<file path="src/rtl/gpio_bank_pkg.sv">
package gpio_bank_pkg;
    localparam int unsigned ADDR_W = 12;
    localparam int unsigned DATA_W = 32;

    localparam logic [ADDR_W-1:0] OFF_IDENT = 12'h000;
    localparam logic [ADDR_W-1:0] OFF_DIR   = 12'h134;
    localparam logic [ADDR_W-1:0] OFF_DIN   = 12'h138;
    localparam logic [ADDR_W-1:0] OFF_DOUT  = 12'h13C;
    localparam logic [ADDR_W-1:0] OFF_CLR   = 12'h190;
    localparam logic [ADDR_W-1:0] OFF_SET   = 12'h194;

    localparam logic [DATA_W-1:0] IDENT_WORD = 32'h5060_0801;

    typedef enum logic [0:0] {
        BUS_IDLE = 1'b0,
        BUS_RESP = 1'b1
    } bus_state_e;

    typedef struct packed {
        logic dir_we;
        logic dout_we;
        logic set_we;
        logic clr_we;
    } wr_strobe_t;
endpackage

</file>
<file path="src/rtl/gpio_pin_sync.sv">
module gpio_pin_sync #(
    parameter int unsigned WIDTH  = 32,
    parameter int unsigned STAGES = 2
) (
    input  logic             clk,
    input  logic             rst_n,
    input  logic [WIDTH-1:0] async_in,
    output logic [WIDTH-1:0] sync_out
);
    logic [WIDTH-1:0] stage_q [STAGES];

    always_ff @(posedge clk or negedge rst_n) begin
        if (!rst_n) stage_q[0] <= '0;
        else        stage_q[0] <= async_in;
    end

    for (genvar s = 1; s < STAGES; s++) begin : g_stage
        always_ff @(posedge clk or negedge rst_n) begin
            if (!rst_n) stage_q[s] <= '0;
            else        stage_q[s] <= stage_q[s-1];
        end
    end

    assign sync_out = stage_q[STAGES-1];
endmodule

</file>
<file path="src/rtl/gpio_reg_decode.sv">
module gpio_reg_decode
    import gpio_bank_pkg::*;
#(
    parameter int unsigned NPINS = 32
) (
    input  logic              wr_en,
    input  logic [ADDR_W-1:0] addr,
    input  logic [NPINS-1:0]  dir_q,
    input  logic [NPINS-1:0]  dout_q,
    input  logic [NPINS-1:0]  din_q,
    output wr_strobe_t        strb,
    output logic [DATA_W-1:0] rd_value
);
    always_comb begin
        strb = '0;
        if (wr_en) begin
            case (addr)
                OFF_DIR:  strb.dir_we  = 1'b1;
                OFF_DOUT: strb.dout_we = 1'b1;
                OFF_SET:  strb.set_we  = 1'b1;
                OFF_CLR:  strb.clr_we  = 1'b1;
                default:  strb = '0;
            endcase
        end
    end

    always_comb begin
        rd_value = '0;
        case (addr)
            OFF_IDENT: rd_value = IDENT_WORD;
            OFF_DIR:   rd_value[NPINS-1:0] = dir_q;
            OFF_DIN:   rd_value[NPINS-1:0] = din_q;
            OFF_DOUT:  rd_value[NPINS-1:0] = dout_q;
            default:   rd_value = '0;
        endcase
    end
endmodule

</file>
<file path="src/rtl/gpio_out_regs.sv">
module gpio_out_regs
    import gpio_bank_pkg::*;
#(
    parameter int unsigned NPINS = 32
) (
    input  logic             clk,
    input  logic             rst_n,
    input  wr_strobe_t       strb,
    input  logic [NPINS-1:0] wdata,
    output logic [NPINS-1:0] dir_q,
    output logic [NPINS-1:0] dout_q
);
    always_ff @(posedge clk or negedge rst_n) begin
        if (!rst_n) dir_q <= '1;
        else if (strb.dir_we) dir_q <= wdata;
    end

    always_ff @(posedge clk or negedge rst_n) begin
        if (!rst_n)            dout_q <= '0;
        else if (strb.dout_we) dout_q <= wdata;
        else if (strb.set_we)  dout_q <= dout_q | wdata;
        else if (strb.clr_we)  dout_q <= dout_q & ~wdata;
    end
endmodule

</file>
<file path="src/rtl/gpio_bus_fsm.sv">
module gpio_bus_fsm
    import gpio_bank_pkg::*;
(
    input  logic              clk,
    input  logic              rst_n,
    input  logic              rd_req,
    input  logic [DATA_W-1:0] rd_value,
    output logic              rsp_valid,
    output logic [DATA_W-1:0] rsp_rdata
);
    bus_state_e state_q, state_d;

    always_comb begin
        state_d = state_q;
        unique case (state_q)
            BUS_IDLE: state_d = rd_req ? BUS_RESP : BUS_IDLE;
            BUS_RESP: state_d = rd_req ? BUS_RESP : BUS_IDLE;
            default:  state_d = BUS_IDLE;
        endcase
    end

    always_ff @(posedge clk or negedge rst_n) begin
        if (!rst_n) state_q <= BUS_IDLE;
        else        state_q <= state_d;
    end

    always_ff @(posedge clk or negedge rst_n) begin
        if (!rst_n)      rsp_rdata <= '0;
        else if (rd_req) rsp_rdata <= rd_value;
    end

    assign rsp_valid = (state_q == BUS_RESP);
endmodule

</file>
<file path="src/rtl/gpio_bank_regs.sv">
module gpio_bank_regs
    import gpio_bank_pkg::*;
#(
    parameter int unsigned NPINS       = 32,
    parameter int unsigned SYNC_STAGES = 2
) (
    input  logic              clk,
    input  logic              rst_n,
    input  logic              req_valid,
    input  logic              req_write,
    input  logic [ADDR_W-1:0] req_addr,
    input  logic [DATA_W-1:0] req_wdata,
    output logic              rsp_valid,
    output logic [DATA_W-1:0] rsp_rdata,
    input  logic [NPINS-1:0]  pin_in,
    output logic [NPINS-1:0]  pin_out,
    output logic [NPINS-1:0]  pin_oe
);
    wr_strobe_t        strb;
    logic [NPINS-1:0]  dir_q, dout_q, din_q;
    logic [DATA_W-1:0] rd_value;

    gpio_pin_sync #(.WIDTH(NPINS), .STAGES(SYNC_STAGES)) i_sync (
        .clk(clk), .rst_n(rst_n), .async_in(pin_in), .sync_out(din_q)
    );

    gpio_reg_decode #(.NPINS(NPINS)) i_dec (
        .wr_en(req_valid && req_write), .addr(req_addr),
        .dir_q(dir_q), .dout_q(dout_q), .din_q(din_q),
        .strb(strb), .rd_value(rd_value)
    );

    gpio_out_regs #(.NPINS(NPINS)) i_regs (
        .clk(clk), .rst_n(rst_n), .strb(strb),
        .wdata(req_wdata[NPINS-1:0]), .dir_q(dir_q), .dout_q(dout_q)
    );

    gpio_bus_fsm i_fsm (
        .clk(clk), .rst_n(rst_n), .rd_req(req_valid && !req_write),
        .rd_value(rd_value), .rsp_valid(rsp_valid), .rsp_rdata(rsp_rdata)
    );

    assign pin_out = dout_q;
    assign pin_oe  = ~dir_q;
endmodule

</file>
<file path="config.mk">
export PLATFORM = sky130hd
export DESIGN_NAME = gpio_bank_regs
export DESIGN_NICKNAME = d
export VERILOG_FILES = /design/src/rtl/gpio_bank_pkg.sv /design/src/rtl/gpio_pin_sync.sv /design/src/rtl/gpio_reg_decode.sv /design/src/rtl/gpio_out_regs.sv /design/src/rtl/gpio_bus_fsm.sv /design/src/rtl/gpio_bank_regs.sv
export SDC_FILE = /design/constraint.sdc
export NUM_CORES = 1
export LEC_CHECK = 0
export BUFFER_PORTS_ARGS = -buffer_cell sky130_fd_sc_hd__buf_2
export CAP_MARGIN = 20
export CORE_ASPECT_RATIO = 0.75
export CORE_UTILIZATION = 45
export DETAILED_ROUTE_END_ITERATION = 8
export PLACE_DENSITY = 0.72
export SLEW_MARGIN = 5
export SYNTH_ARGS = -nofsm -noshare
export SYNTH_HDL_FRONTEND = slang
export SYNTH_HIERARCHICAL = 1
export SYNTH_SLANG_ARGS = --single-unit
</file>
<file path="constraint.sdc">
create_clock -name clk -period 1.65 [get_ports clk]
set_input_delay 0.0825 -clock clk [delete_from_list [all_inputs] [get_ports clk]]
set_output_delay 0.0825 -clock clk [all_outputs]
set_load 0.01 [all_outputs]
</file>
==> results by group, run 1 <==
Placement
  • Place WS: -331 ps
  • Port Buffers: ~180
  • Final GP Congestion: between 0.8 and 0.9
  • Dpl hpwl: 11200 um
  • Placed cell count: between 800 and 900

Cells and area
  • Area grow syn2layout: 34.7%
  • Fillcell total: roughly 1100
  • Non-filler cells, final: 914
  • Share of cells above drive strength 1: between 50 and 60%
  • Ant. Diodes: 0
  • Fin util: 63.1%
  • Nets: just under 800

Worst setup path
  • CP Launch Type: primary input
  • Worst-path fanout max: 16
  • FF-to-FF setup slack: ~200 ps
  • WS Path Type: primary input to flop
  • Arrival time worst endpoint: ~1900 ps
  • Critical path endpoint category: flop
  • Worst Reg-to-Reg Cells: 4
  • FF-to-FF Start: i_regs/dir_q[0]
  • Req. time, crit path: approximately 2000 ps
  • FF-to-FF End: i_fsm/rsp_rdata[0]

GRT
  • Largest net degree at the start of global routing: 53
  • GR Util All Layers: between 20% and 30%
  • Antenna violations before repair: 0
  • GRT overflow: 0
  • Number of global-route vias before repair: about 5000
  • First-pass GRT wire length: around 26000 um

Route
  • Vias: between 4000 and 5000
  • First-pass iteration count of the detailed router: 4
  • Metal2 WL: between 8000 and 9000 um
  • Vias per cell: 5.05
  • Met3 WL post-DR: 907 um
  • WL met1: 7420 um
  • Max layer used: met4
  • DRT antenna net count: 0
  • Routed WL per cell: approximately 18 um
  • Drt total wl: approximately 17000 um
  • Drt drc: 0
  • DRT iter0 DRCs: 207

Timing
  • Worst-Margin Slew: slightly below 500 ps
  • Final Hold Vio Count: 0
  • Skew final: 6.05 ps
  • Worst Hold Slack: roughly 180 ps
  • RSZ-0062 raised after global routing: no
  • Final min period: 1530 ps
  • Final setup margin: approximately 120 ps
  • Slew margin rel.: between 60 and 70%
  • Final setup fails: 0
  • Final period util: roughly 93%
  • Achievable Freq: ~0.65 GHz
  • Max-slew violation count: 0

Die
  • Die height: approximately 110 um
  • Die Wd: about 150 um
  • Initial core utilization: between 40% and 50%
  • Die area: 15900 um2
  • FP Rows: 38
  • Core area: ~15000 um2
  • I/O Pins: between 150 and 200

Synth
  • Ys async rst share: 100%
  • Distinct cells, synth: 35
  • Ys flop type: dfrtp_1
  • Post-synth EDFFs: 0
  • Count leader, synth: dfrtp_1
  • Post-synth top cells: 129 x dfrtp_1, 34 x nand2_1, 33 x buf_4, 33 x inv_1
  • Yosys top cell area share: between 40% and 50%
  • Synthesis Warnings: 6
  • Yosys top cell by area: dfrtp_1
  • Seq cells post-synth: 161
  • Top post-synthesis cells by area: dfrtp_1 47%, dfstp_2 12%, mux2_4 6.5%
  • Net Count, Synth: ~550
  • Synth Cell Area: between 6000 and 7000 um2
  • Sequential element share of the synthesized area: between 50% and 60%
  • Synthesized area per cell: around 15 um2
  • Cells after synthesis: 472

Clocking
  • Root Buffer Master: clkbuf_16
  • Total CTS buffers: 17
  • Post-cts resize count: 0
  • Skew-Pair Late Insertion Delay: about 430 ps
  • Clock Tree Buf Depth: 2
  • Post-CTS Setup Inserts: 0
  • CTS Hold Bufs: between 60 and 70
  • H-tree level count: 4
  • Clk slew on worst S/H paths: 60 ps
  • CTS tree: built
  • Clock sinks: approximately 160

Power
  • Sequential Power Share: between 40% and 50%
  • Clock power share: 47.3%
  • PD cells: between 900 and 1000 nW/um2
  • Psw: about 1.8 mW
  • Switching part of the total: between 20% and 30%
  • Pleak: 4.34 nW
  • Comb pwr share: under 10%
  • P_int: a little under 7 mW
  • Peak supply drop: 0.000660 V

Run
  • Total of max-cap violations: 0

Min path
  • Hold crit path type: primary input to asynchronous set/reset pin

Run status
  • Status: finished clean
==> worst max-delay path, stage by stage <==
cell and delay [ps]:
buf_2 90, or4_4 540, or3b_2 520, nor2_4 110
or2_1 220, buf_12 180, a32o_1 140
==> worst max path at each step <==
stage          cells past startpoint               end         start
2_1_floorplan                      8              flop  req_addr[10]
3_3_place_gp                       7  i_regs/dir_q[10]  req_addr[10]
3_5_place_dp                       7              flop  req_addr[10]
4_1_cts                            7              flop  req_addr[10]
5_1_grt                            7              flop  req_addr[10]
6_report                           7              flop  req_addr[10]
==> final cells by class <==
type / instances / area, um2 / share of cell area [%]
sequential: 161 / 4070 / 43.7
multi-input combinational: 219 / 2340 / 25.2
timing repair buffer: 271 / 1900 / 20.4
clock buffer: 20 / 457 / 4.91
tap: 200 / 250 / 2.69
clock inverter: 10 / 160 / 1.72
inverter: 33 / 124 / 1.33
==> metal layers <==
layer,GRT usage [%],vias up
met5,0,-
met2,36.6,165
met3,5.82,15
met4,7.22,0
li1,-,2096
met1,28.6,2344
==> cell usage in the layout, fill, tap and decap left out, types with 2 or more instances in the layout <==
cell type / count
o2bb2ai_2: 18
dlygate4sd3_1: 65
nand2_1: 34
clkbuf_16: 17
clkbuf_8: 2
mux2i_1: 27
buf_2: 175
clkinv_2: 3
a32o_1: 32
clkinv_4: 2
dfrtp_1: 129
buf_4: 19
o2bb2ai_1: 7
a22oi_1: 5
mux2_4: 61
buf_12: 11
and2_2: 2
dfstp_2: 32
bufinv_16: 4
and2_1: 2
inv_1: 32
o21ai_0: 5
mux2_2: 9
nor3_1: 2
==> stage by stage <==
step	TNS, ps	area (um2)	total power [mW]
4_1_cts	0	9300	8.79
6_report	0	9300	8.71
3_3_place_gp	-23450	8040	4.52
2_1_floorplan	-13100	7090	4.32
5_1_grt	0	9300	9.01
3_5_place_dp	-25740	8040	4.54
==> kinds of logic after synthesis <==
logic type             Yosys count  share of synthesized area (%)
flip-flops                     161                           58.9
multiplexers                    97                           17.0
buffers and inverters           92                           9.04
AO/OA/AOI/OAI                   69                           10.9
AND/OR/NAND/NOR                 53                           4.20
==> power groups by stage <==
stage	registers (mW)	logic, mW	clock network [mW]
final	4.07	0.518	4.12
after global routing	4.07	0.566	4.38
after CTS	4.07	0.523	4.20
after detailed placement	4.14	0.403	0
after global placement	4.13	0.389	0
after floorplan	4.13	0.194	0
No activity file was read; power rests on OpenSTA's default activity.
==> inputs of run 2 (changes only) <==
--- a/config.mk
+++ b/config.mk
@@ -5,12 +5,14 @@
 export SDC_FILE = /design/constraint.sdc
 export NUM_CORES = 1
 export LEC_CHECK = 0
+export ABC_AREA = 1
 export BUFFER_PORTS_ARGS = -buffer_cell sky130_fd_sc_hd__buf_2
 export CAP_MARGIN = 20
 export CORE_ASPECT_RATIO = 0.75
+export CORE_MARGIN = 2
 export CORE_UTILIZATION = 45
 export DETAILED_ROUTE_END_ITERATION = 8
-export PLACE_DENSITY = 0.72
+export PLACE_DENSITY = 0.71
 export SLEW_MARGIN = 5
 export SYNTH_ARGS = -nofsm -noshare
 export SYNTH_HDL_FRONTEND = slang
==> results by group, run 2 <==
Clocking
  • Skew-Pair Late Insertion Delay: between 400 and 500 ps
  • Clock sinks: 161
  • Post-cts resize count: 0
  • Clock Tree Buf Depth: 2
  • Root Buffer Master: clkbuf_16
  • CTS tree: built
  • Total CTS buffers: 17
  • H-tree level count: 4
  • Clk slew on worst S/H paths: ~70 ps

Power
  • Total Power: ~8.6 mW
  • PD cells: 923 nW/um2
  • Peak supply drop: about 0.0007 V
  • Pleak: about 4.9 nW

Route
  • First-pass iteration count of the detailed router: 5
  • Routed WL per cell: ~16 um
  • Drt drc: 0
  • Vias per cell: 4.88
  • DRT iter0 DRCs: 528
  • Vias: 6007
  • Drt total wl: 20200 um
  • DRT antenna net count: 0

Synth
  • Sequential element share of the synthesized area: between 50% and 60%
  • Cells after synthesis: 803
  • Net Count, Synth: 883
  • Synthesis Warnings: 6
  • Post-synth EDFFs: 0
  • Distinct cells, synth: 29
  • Yosys top cell by area: dfrtp_1
  • Ys async rst share: between 90% and 100%
  • Top post-synthesis cells by area: dfrtp_1 45%, nand2_1 13%, dfstp_2 12%
  • Ys flop type: dfrtp_1
  • Post-synth top cells: 255 x nand2_1, 129 x dfrtp_1, 122 x nand3_1
  • Yosys top cell area share: 45.1%
  • Synth Cell Area: just over 7000 um2
  • Seq cells post-synth: 161
  • Count leader, synth: nand2_1
  • Synthesized area per cell: roughly 8.9 um2

Worst setup path
  • Arrival time worst endpoint: roughly 1200 ps
  • Worst-path fanout max: 3
  • CP delay by family, top: flip-flops
  • WS Path Type: flop to primary output
  • Slowest stage cell, crit path: dfstp_2
  • Req. time, crit path: 1570 ps
  • CP Launch Type: flop
  • Largest stage delay, worst path: ~550 ps
  • Critical path endpoint category: primary output
  • Buf/Inv on CP: 2
  • Worst-path cell chain: inv_1 > buf_2

Min path
  • Hold crit path type: primary input to flop

Placement
  • Final GP Congestion: 0.835
  • DP Area: approximately 8000 um2
  • Port Buffers: around 180
  • Dpl hpwl: approximately 13000 um

GRT
  • Global Route met1 Usage: a little under two fifths
  • GR Layer Usage met2: between 30% and 40%
  • Met3 Use GR: 6.01%
  • Gr busiest metal: met2
  • Largest net degree at the start of global routing: 76
  • Antenna violations before repair: 0
  • GR Util All Layers: 25.1%
  • GRT overflow: 0
  • Number of global-route vias before repair: just under 6000
  • First-pass GRT wire length: roughly 32000 um

Cells and area
  • Ant. Diodes: 0
  • Nets: 1093
  • Area grow syn2layout: 29.9%
  • Fin util: 60.5%
  • Register area: ~4000 um2
  • Share of cells above drive strength 1: a little under a third
  • Fillcell total: 1315
  • Area of the multi-input gates: ~2200 um2
  • Commonest non-fill, non-tap cell in the layout: nand2_1
  • Design Area, Final: about 9300 um2
  • Most frequent cells in the layout: 255 x nand2_1, 175 x buf_2, 129 x dfrtp_1, 122 x nand3_1, 76 x inv_1

Die
  • Initial core utilization: 46.6%
  • Die Wd: between 100 and 150 um
  • Core area: roughly 15000 um2
  • I/O Pins: about 180
  • Die height: between 100 and 150 um
  • FP Rows: 39
  • Die area: around 17000 um2

Timing
  • Worst Hold Slack: 74.6 ps
  • Final period util: 75.7%
  • Skew final: roughly 10 ps
  • Final min period: 1250 ps
  • Worst-Margin Slew: roughly 490 ps
  • Max-slew violation count: 0
  • Final setup fails: 0
  • RSZ-0062 raised after global routing: no
  • Setup TNS: 0 ps
  • Achievable Freq: about 0.8 GHz
  • Final Hold Vio Count: 0
  • Slew margin rel.: ~67%

Run
  • Total of max-cap violations: 0

Run status
  • Status: finished clean
[run 2: area by class of cell]
type | instances | area share [%]
well taps | 205 | 2.76
clock buffers | 18 | 4.61
multi-input cells | 487 | 23.7
clock inverters | 14 | 1.84
repair buffers | 265 | 20.0
flip-flops and latches | 161 | 43.8
inverters | 81 | 3.35
[run 2: worst paths after layout]
check                      cells past startpoint                from             endpoint  slack, ps
setup / recovery                               2    i_regs/dir_q[18]           pin_oe[18]        400
setup reg to reg                               6    i_regs/dir_q[22]  i_fsm/rsp_rdata[22]        570
max in group asynchronous                      3               rst_n     i_regs/dir_q[31]        780
min in group asynchronous                      2               rst_n   i_fsm/rsp_rdata[7]        160
hold / removal                                 3           req_write      i_fsm/rsp_valid         70
hold reg to reg                                0  i_sync/stage_q[48]  i_sync/sync_out[16]        350
[run 2: worst register-to-register path, cell delays in order (launching register included)]
cell and delay (ps):
dfstp_2 550, nand3_1 70, nand2_1 80, inv_1 40
nand2_1 130, nand2_1 80, nand2_1 60
[run 2: report_power, final]
part           internal (mW)  switching (mW)  total (mW)
clock                   2.29            1.71        4.01
combinational          0.235           0.277       0.512
sequential              4.04          0.0270        4.07
total                   6.57            2.02        8.58
[run 2: logic make-up after synthesis]
| group | after synthesis | share of synthesized area [%] |
|---|---|---|
| multiplexers | 7 | 1.10 |
| AO/OA/AOI/OAI | 25 | 1.75 |
| buffers and inverters | 155 | 12.6 |
| AND/OR/NAND/NOR | 455 | 27.8 |
| flip-flops | 161 | 56.8 |
[run 2: layer usage]
layer	wire, um	up-vias
met1	9380	2882
met4	122	0
li1	-	2875
met2	9080	240
met5	0	-
met3	1590	10
[run 2: what timing repair did]
item,in CTS,in global routing
setup buffers,0,0
endpoints found under the setup margin,0,0
endpoints found under the hold margin,139,0
hold buffers,65,0
[run 2: metrics by stage]
stage | instances | setup WS, ps
final | 1231 | 401
after global routing | 1231 | 326
after CTS | 1231 | 397
after detailed placement | 1134 | 67.8
after global placement | 1134 | 102
after floorplan | 803 | 21.8
